### src/rtl/cfg_lock_pkg.sv
package cfg_lock_pkg;
  localparam int          KEY_W    = 16;
  localparam logic [15:0] KEY_SIG  = 16'h96A5;
  localparam logic [15:0] KEY_OPEN = 16'h2D52;
  localparam int          ADDR_KEY  = 0;
  localparam int          ADDR_CTRL = 1;
  localparam int          PROT_BASE = 2;

  typedef enum logic [1:0] {
    SEL_KEY  = 2'd0,
    SEL_CTRL = 2'd1,
    SEL_PROT = 2'd2,
    SEL_NONE = 2'd3
  } sel_e;
endpackage

### src/rtl/cfg_lock_decode.sv
module cfg_lock_decode
  import cfg_lock_pkg::*;
#(
  parameter int ADDR_W   = 4,
  parameter int NUM_PROT = 8
) (
  input  logic [ADDR_W-1:0] addr,
  output sel_e              sel
);
  localparam logic [31:0] PROT_END = 32'(PROT_BASE + NUM_PROT);
  logic [31:0] addr_wide;

  assign addr_wide = 32'(addr);

  always_comb begin
    if (addr_wide == 32'(ADDR_KEY))       sel = SEL_KEY;
    else if (addr_wide == 32'(ADDR_CTRL)) sel = SEL_CTRL;
    else if (addr_wide < PROT_END)        sel = SEL_PROT;
    else                                  sel = SEL_NONE;
  end
endmodule

### src/rtl/cfg_lock_session.sv
module cfg_lock_session
  import cfg_lock_pkg::*;
(
  input  logic             clk,
  input  logic             rst_n,
  input  logic             key_wr,
  input  logic [KEY_W-1:0] key_val,
  input  logic             ctrl_wr,
  input  logic             ctrl_recfg,
  output logic             open_o,
  output logic             recfg_o
);
  logic open_q, used_q, reopen_q, recfg_q;
  logic open_d, used_d, reopen_d, recfg_d;
  logic key_ok, state_en;

  assign key_ok   = (key_val == KEY_OPEN);
  assign state_en = key_wr | ctrl_wr;

  always_comb begin
    open_d   = open_q;
    used_d   = used_q;
    reopen_d = reopen_q;
    recfg_d  = recfg_q;
    if (key_wr) begin
      if (open_q && !key_ok) begin
        open_d   = 1'b0;
        used_d   = 1'b1;
        reopen_d = recfg_q;
      end else if (!open_q && key_ok && (!used_q || reopen_q)) begin
        open_d = 1'b1;
      end
    end
    if (ctrl_wr && open_q) recfg_d = ctrl_recfg;
  end

  always_ff @(posedge clk or negedge rst_n) begin
    if (!rst_n) begin
      open_q   <= 1'b0;
      used_q   <= 1'b0;
      reopen_q <= 1'b0;
      recfg_q  <= 1'b0;
    end else if (state_en) begin
      open_q   <= open_d;
      used_q   <= used_d;
      reopen_q <= reopen_d;
      recfg_q  <= recfg_d;
    end
  end

  assign open_o  = open_q;
  assign recfg_o = recfg_q;

  AST_BAD_KEY_CLOSES: assert property (@(posedge clk) disable iff (!rst_n)
    key_wr && open_q && !key_ok |=> !open_q);
  AST_FIRST_SESSION_OPENS: assert property (@(posedge clk) disable iff (!rst_n)
    key_wr && key_ok && !used_q |=> open_q);
  AST_PERM_LOCK_HOLDS: assert property (@(posedge clk) disable iff (!rst_n)
    used_q && !reopen_q && !open_q |=> !open_q);
  AST_RECFG_HELD_LOCKED: assert property (@(posedge clk) disable iff (!rst_n)
    !open_q |=> $stable(recfg_q));
endmodule

### src/rtl/cfg_lock_rdmux.sv
module cfg_lock_rdmux
  import cfg_lock_pkg::*;
(
  input  logic             clk,
  input  logic             rst_n,
  input  logic             rd_en,
  input  sel_e             sel,
  input  logic             recfg,
  input  logic             locked,
  output logic [KEY_W-1:0] rdata,
  output logic             rvalid
);
  logic [KEY_W-1:0] rdata_d, rdata_q;
  logic             rvalid_q;

  always_comb begin
    unique case (sel)
      SEL_KEY:  rdata_d = KEY_SIG;
      SEL_CTRL: rdata_d = {{(KEY_W-2){1'b0}}, locked, recfg};
      default:  rdata_d = '0;
    endcase
  end

  always_ff @(posedge clk or negedge rst_n) begin
    if (!rst_n) begin
      rvalid_q <= 1'b0;
      rdata_q  <= '0;
    end else begin
      rvalid_q <= rd_en;
      if (rd_en) rdata_q <= rdata_d;
    end
  end

  assign rdata  = rdata_q;
  assign rvalid = rvalid_q;
endmodule

### src/rtl/cfg_lock_gate.sv
module cfg_lock_gate
  import cfg_lock_pkg::*;
#(
  parameter int ADDR_W   = 4,
  parameter int NUM_PROT = 8
) (
  input  logic              clk,
  input  logic              rst_n,
  input  logic              bus_valid,
  input  logic              bus_write,
  input  logic [ADDR_W-1:0] bus_addr,
  input  logic [15:0]       bus_wdata,
  output logic [15:0]       bus_rdata,
  output logic              bus_rvalid,
  output logic              prot_we,
  output logic              prot_re,
  output logic              lock_o
);
  logic rst_meta, rst_sync;
  sel_e sel;
  logic wr_acc, rd_acc, key_wr, ctrl_wr, sess_open, recfg;

  always_ff @(posedge clk or negedge rst_n) begin
    if (!rst_n) begin
      rst_meta <= 1'b0;
      rst_sync <= 1'b0;
    end else begin
      rst_meta <= 1'b1;
      rst_sync <= rst_meta;
    end
  end

  cfg_lock_decode #(.ADDR_W(ADDR_W), .NUM_PROT(NUM_PROT)) u_decode (
    .addr (bus_addr),
    .sel  (sel)
  );

  assign wr_acc  = bus_valid & bus_write;
  assign rd_acc  = bus_valid & ~bus_write;
  assign key_wr  = wr_acc & (sel == SEL_KEY);
  assign ctrl_wr = wr_acc & (sel == SEL_CTRL);

  cfg_lock_session u_session (
    .clk        (clk),
    .rst_n      (rst_sync),
    .key_wr     (key_wr),
    .key_val    (bus_wdata),
    .ctrl_wr    (ctrl_wr),
    .ctrl_recfg (bus_wdata[0]),
    .open_o     (sess_open),
    .recfg_o    (recfg)
  );

  assign lock_o  = ~sess_open;
  assign prot_we = wr_acc & (sel == SEL_PROT) & sess_open;
  assign prot_re = rd_acc & (sel == SEL_PROT);

  cfg_lock_rdmux u_rdmux (
    .clk    (clk),
    .rst_n  (rst_sync),
    .rd_en  (rd_acc),
    .sel    (sel),
    .recfg  (recfg),
    .locked (lock_o),
    .rdata  (bus_rdata),
    .rvalid (bus_rvalid)
  );

  AST_KEY_SIGNATURE: assert property (@(posedge clk) disable iff (!rst_sync)
    bus_rvalid && $past(sel == SEL_KEY) |-> bus_rdata == KEY_SIG);
endmodule

### config.mk
export PLATFORM = sky130hd
export DESIGN_NAME = cfg_lock_gate
export DESIGN_NICKNAME = d
export VERILOG_FILES = /design/src/rtl/cfg_lock_pkg.sv /design/src/rtl/cfg_lock_decode.sv /design/src/rtl/cfg_lock_session.sv /design/src/rtl/cfg_lock_rdmux.sv /design/src/rtl/cfg_lock_gate.sv
export SDC_FILE = /design/constraint.sdc
export NUM_CORES = 1
export LEC_CHECK = 0
export CAP_MARGIN = 15
export CORE_MARGIN = 1.5
export CORE_UTILIZATION = 32
export DETAILED_ROUTE_END_ITERATION = 10
export MAX_ROUTING_LAYER = met4
export PLACE_DENSITY = 0.76
export SLEW_MARGIN = 20
export SYNTH_ARGS = -nofsm -noshare
export SYNTH_HDL_FRONTEND = slang
export SYNTH_SLANG_ARGS = --single-unit
### constraint.sdc
create_clock -name clk -period 1.05 [get_ports clk]
set_input_delay 0.1575 -clock clk [delete_from_list [all_inputs] [get_ports clk]]
set_output_delay 0.1575 -clock clk [all_outputs]
set_load 0.02 [all_outputs]
### Yosys cells after proc, flatten, opt, wreduce, memory -nomap -nowiden

Cells that the tools add are included.

* bits in registers: 23
* latch bits: 0
* bits in writable memories: 0
* memory bits (read-only): 0
* logic and storage cells: 43
* memories kept: 0

* add/subtract/negate cells: 0
* multiply operators: 0
* divide/modulo/power cells: 0
* order comparisons: 1
* equal/unequal tests: 4
* shift operators: 0
* multiplexer cells: 6
* bitwise operators: 10
* reductions and logical operators: 14

Operators with widths (number)
* logical NOT 32 bit: 1
* case mux 16 bit (2 select lines): 1
* == test 16 x 14 -> 1 bit, second input constant: 1
* AND 1 bit: 7
* AND reduction 3 bit: 2
* == test 4 x 1 -> 1 bit, second input constant: 1
* logical AND 1 bit: 4
* less-than comparator 4 bit, second input constant: 1
* two-way mux 2 bit: 2
* logical NOT 1 bit: 3
* two-way mux 1 bit: 3
* == test 2 x 1 -> 1 bit, second input constant: 1
* == test 2 bit, second input constant: 1
* logical NOT 2 bit: 1
* inverter 1 bit: 2
* AND reduction 2 bit: 1
* nonzero test 2 bit: 1
* logical OR 1 bit: 1
* bitwise OR 1 bit: 1

### Depth between registers and ports, before layout

* word-level depth: 8
* mapped depth: 4
* gate-level depth less buffers: 4

### Modules after synthesis

From an unflattened synthesis, not the netlist that was laid out.

* cells, all modules: 58
* area, all modules: 614.3 sq um

Modules (own cells, without submodules)
* cfg_lock_rdmux: times used 1, cells each 27, area an instance 260.2 sq um, seq. area each 100.1 sq um
* cfg_lock_session: times used 1, cells each 17, area an instance 221.5 sq um, seq. area each 100.1 sq um
* cfg_lock_gate: times used 1, cells each 10, area an instance 107.6 sq um, seq. area each 50.0 sq um
* cfg_lock_decode: times used 1, cells each 4, area an instance 25.0 sq um, seq. area each 0.0 sq um

### Worst setup path before layout

OpenSTA, ideal clock, no wires.

* path type: input to register
* from: in bus_addr[2]
* to: reg u_session.reopen_q
* setup time: 0.125 ns
* arrival time: 1.150 ns
* required time: 0.925 ns
* path slack: -0.225 ns
* stages on the path: 4
* path buffers: 0
* path through: or3_4 -> nor3_4 -> nand3_2 -> mux2_4

* cells in the longest elaborated chain, start to end: 8

RTL lines
* start, declared: line cfg_lock_gate.sv:11 `input logic [ADDR_W-1:0] bus_addr,`
* less-than comparator 4 bit: line cfg_lock_decode.sv:18 `else if (addr_wide < PROT_END) sel = SEL_PROT;`
* two-way mux 1 bit: line cfg_lock_decode.sv:18
* two-way mux 2 bit: line cfg_lock_decode.sv:17 `else if (addr_wide == 32'(ADDR_CTRL)) sel = SEL_CTRL;`
* two-way mux 2 bit (*): line cfg_lock_decode.sv:16 `if (addr_wide == 32'(ADDR_KEY)) sel = SEL_KEY;`
* == test 2 x 1 -> 1 bit or logical NOT 2 bit (tied branches): line cfg_lock_gate.sv:41, cfg_lock_gate.sv:40
* AND 1 bit (on tied branches): line cfg_lock_gate.sv:41, cfg_lock_gate.sv:40
* bitwise OR 1 bit: line cfg_lock_session.sv:18 `assign state_en = key_wr | ctrl_wr;`
* AND reduction 3 bit (no source line) (*)
* end signal, assigned: line cfg_lock_session.sv:46 `reopen_q <= reopen_d;`
* end, declared: line cfg_lock_session.sv:13 `logic open_q, used_q, reopen_q, recfg_q;`

Mark *: on every way between the ends. The rest lies on a longest branch, timed or not.
A chain may end at the register's enable or synchronous reset.

### Worst setup path in the final report

* from: reg u_session.open_q (netlist: u_session.open_o)
* to: out prot_we

* cells in the longest elaborated chain, start to end: 1

RTL lines
* start, declared: line cfg_lock_session.sv:13
* start signal, assigned: line cfg_lock_session.sv:44 `open_q <= open_d;`
* AND 1 bit: line cfg_lock_gate.sv:55 `assign prot_we = wr_acc & (sel == SEL_PROT) & sess_open;`
* end, declared: line cfg_lock_gate.sv:15 `output logic prot_we,`

Every way passes these cells.

==> metrics.md <==
| Metric | Value |
|---|---|
| Grt total ovfl | `0` |
| Vias per cell | `4.378` |
| CTS Buf Count | `3` |
| Register Area | `251.5 sq um` |
| Final Power | `1.141 mW` |
| Max-slew violations | `0` |
| Global-route wire length before repair | `2194 um` |
| Antenna violation net count after detailed routing | `0` |
| Die Y | `45.69 um` |
| Worst slack at placement | `-0.8096 ns` |
| Residual DRC | `0` |
| Final worst slack | `-0.1145 ns` |
| Fin crit period | `1.165 ns` |
| CTS root buffer | `clkbuf_4` |
| CP Capture Type | `primary output` |
| Setup TNS | `-0.5352 ns` |
| Port bufs | `36` |
| Register bit total from synthesis | `10` |
| Sw frac | `0.2952` |
| I/O Pins | `44` |
| Die area | `0.002087 sq mm` |
| Worst Hold Class | `input pin to asynchronous set/reset pin` |
| Crit-path max cell delay | `0.39 ns` |
| WP data required | `0.89 ns` |
| Hold Vio Cnt, Final | `0` |
| Worst skew pair latency | `0.28 ns` |
| Area growth syn-to-layout | `77.47%` |
| Post-Place Cell Area | `978.4 sq um` |
| Family with the most delay on the worst path | `flip-flops` |
| DR vias | `556` |
| CP Max Fanout | `3` |
| RSZ-0062 raised after global routing | `yes` |
| F_max | `858.7 MHz` |
| CP Data Arrival Time | `1.01 ns` |
| CTS sink count | `10` |
| Post-synthesis cell area | `583.1 sq um` |
| LEAKAGE | `0.5257 nW` |
| Final-stage net count | `127` |
| Power per cell area | `1103 mW/mm^2` |
| Core region area | `0.001727 sq mm` |
| Slowest stage cell, crit path | `dfrtp_1` |
| Peak supply drop | `613.4 uV` |
| Top FF cell, synth | `dfrtp_1` |
| CP Class | `flop to primary output` |
| Clk buf depth | `2` |
| Crit share post-route | `1.109` |
| Reg clk slew, reported paths | `0.07 ns` |
| Utilization after layout | `0.5993` |
| Post-synthesis sequential area ratio | `0.4292` |
| Final GP Congestion | `0.7292` |
| Number of global-route vias before repair | `516` |
| Syn Inst Count | `59` |
| Part of the power in registers | `0.396` |
| Post-synth EDFFs | `0` |
| Layout cell share with drive strength beyond 1 | `0.5098` |
| Warnings, synthesis | `0` |
| Failing checks | `setup timing` |
| Max Cap Viol | `0` |
| Routed WL | `1380 um` |
| Final setup fails | `11` |
| Part of the power in the clock network | `0.314` |
| Status | `complete, but fails checks` |
| FILL cells | `152` |
| Area occupied by multi-input gates | `315.3 sq um` |
| Die width | `45.69 um` |
| Asr flop ratio synth | `1.000` |
| Post-Syn Area per Cell | `9.882 sq um` |
| Psw | `0.3368 mW` |
| Num rows | `15` |
| Ant. Diodes | `0` |
| Synth unique cells | `23` |
| H-tree depth | `1` |
| Critical path, cell by cell | `nand3_2, nor2_1, buf_4` |
| Dpl hpwl | `1130 um` |
| Critical path buffers and inverters | `1` |
| Critical path launch point type | `flop` |
| Initial Util | `0.3377` |
| Final instance area | `0.001035 sq mm` |
| Internal power | `0.8042 mW` |
| Total GRT Usage | `0.1578` |
| Largest net degree at the start of global routing | `9` |
| Pre-antenna DRT Iters | `4` |
| Post-CTS Setup Bufs | `0` |
| Final Skew | `0.009106 ns` |
| TritonCTS clock tree | `done` |
| Combinational power share | `0.290` |
| Initial drt markers | `3` |
| WL per Instance | `10.87 um` |
| Initial antenna violation count | `0` |
Yosys cell counts, types with 2 or more instances:
cell type / instances / share of area
conb_1: 2 / 0.013
nor2_1: 3 / 0.019
buf_4: 13 / 0.17
nand2_1: 6 / 0.039
inv_1: 2 / 0.013
nand2b_1: 2 / 0.021
dfrtp_1: 10 / 0.43
nor4bb_1: 3 / 0.052
a21oi_1: 2 / 0.017
o31ai_1: 3 / 0.039
placed cells by master (no fill, tap or decap), drive strengths merged:
| cell type | count |
|---|---|
| clkdlybuf4s50 | 1 |
| nor2b | 1 |
| dlygate4sd2 | 7 |
| o21ai | 1 |
| nor4bb | 3 |
| a21oi | 2 |
| or3 | 1 |
| nand4 | 1 |
| dfrtp | 10 |
| nor2 | 3 |
| clkdlybuf4s15 | 6 |
| nor4b | 1 |
| nand2b | 2 |
| conb | 8 |
| clkbuf | 10 |
| nand2 | 6 |
| nor3 | 2 |
| buf | 27 |
| inv | 2 |
| o31ai | 3 |
| nand3 | 2 |
| or2b | 1 |
| mux2 | 2 |
metrics by stage:
step | std cells | hold WS, ns
finish | 127 | 0.04578
global route | 127 | 0.04989
CTS | 127 | 0.05165
detailed placement | 123 | 0.1431
global placement | 123 | 0.1346
floorplan | 65 | -0.1381
sequential cells by signal, summed over array words and instances, names as in the netlist:
signal	flops
u_rdmux.rvalid	1
u_session.open_o	1
u_session.used_q	1
u_session.reopen_q	1
u_session.recfg_o	1
u_rdmux.rdata	3
rst_sync	1
rst_meta	1
area by class of cell:
class,instances,area share
timing repair buffer,47,0.3797
multi-input combinational,39,0.3047
sequential,10,0.2430
clock buffer,4,0.03507
tap,25,0.03023
inverter,2,0.007255
power groups by stage:
stage	combinational, mW	clock (mW)	sequential [mW]
after floorplan	0.149	0	0.461
after global placement	0.326	0	0.454
after detailed placement	0.333	0	0.455
after CTS	0.315	0.357	0.450
after global routing	0.361	0.373	0.458
final	0.331	0.358	0.452
path summary, 6_finish.rpt:
path,slack (ns),cells after the start,end,start
worst max register to register,-0.11,4,u_session.recfg_o,u_session.open_o
min in group clk,0.25,3,u_session.recfg_o,bus_wdata[0]
worst max-delay path,-0.11,3,prot_we,u_session.open_o
worst min-delay path,0.05,1,rst_sync,rst_n
max in group asynchronous,0.65,0,u_rdmux.rdata[12],rst_sync
worst min register to register,0.13,0,u_session.open_o,rst_sync
cell families after synthesis:
kind of cell / share of synthesized area
flip-flops: 0.4292
multiplexers: 0.04506
buffers and inverters: 0.1867
AO/OA/AOI/OAI: 0.06437
other: 0.01288
AND/OR/NAND/NOR: 0.2618
routing by layer:
layer,track usage,vias to the layer above,wire (um)
met5,-,-,0
met4,0.07059,0,21
met3,0.04762,2,113
met2,0.2732,32,759
met1,0.1618,256,485
li1,-,266,-
repair_timing:
action,in CTS,in global routing
setup endpoints to repair,20,13
hold buffers,0,0
pin swaps,9,7
gates resized for setup,114,21
gates cloned,0,0
No activity file was read; power rests on OpenSTA's default activity.
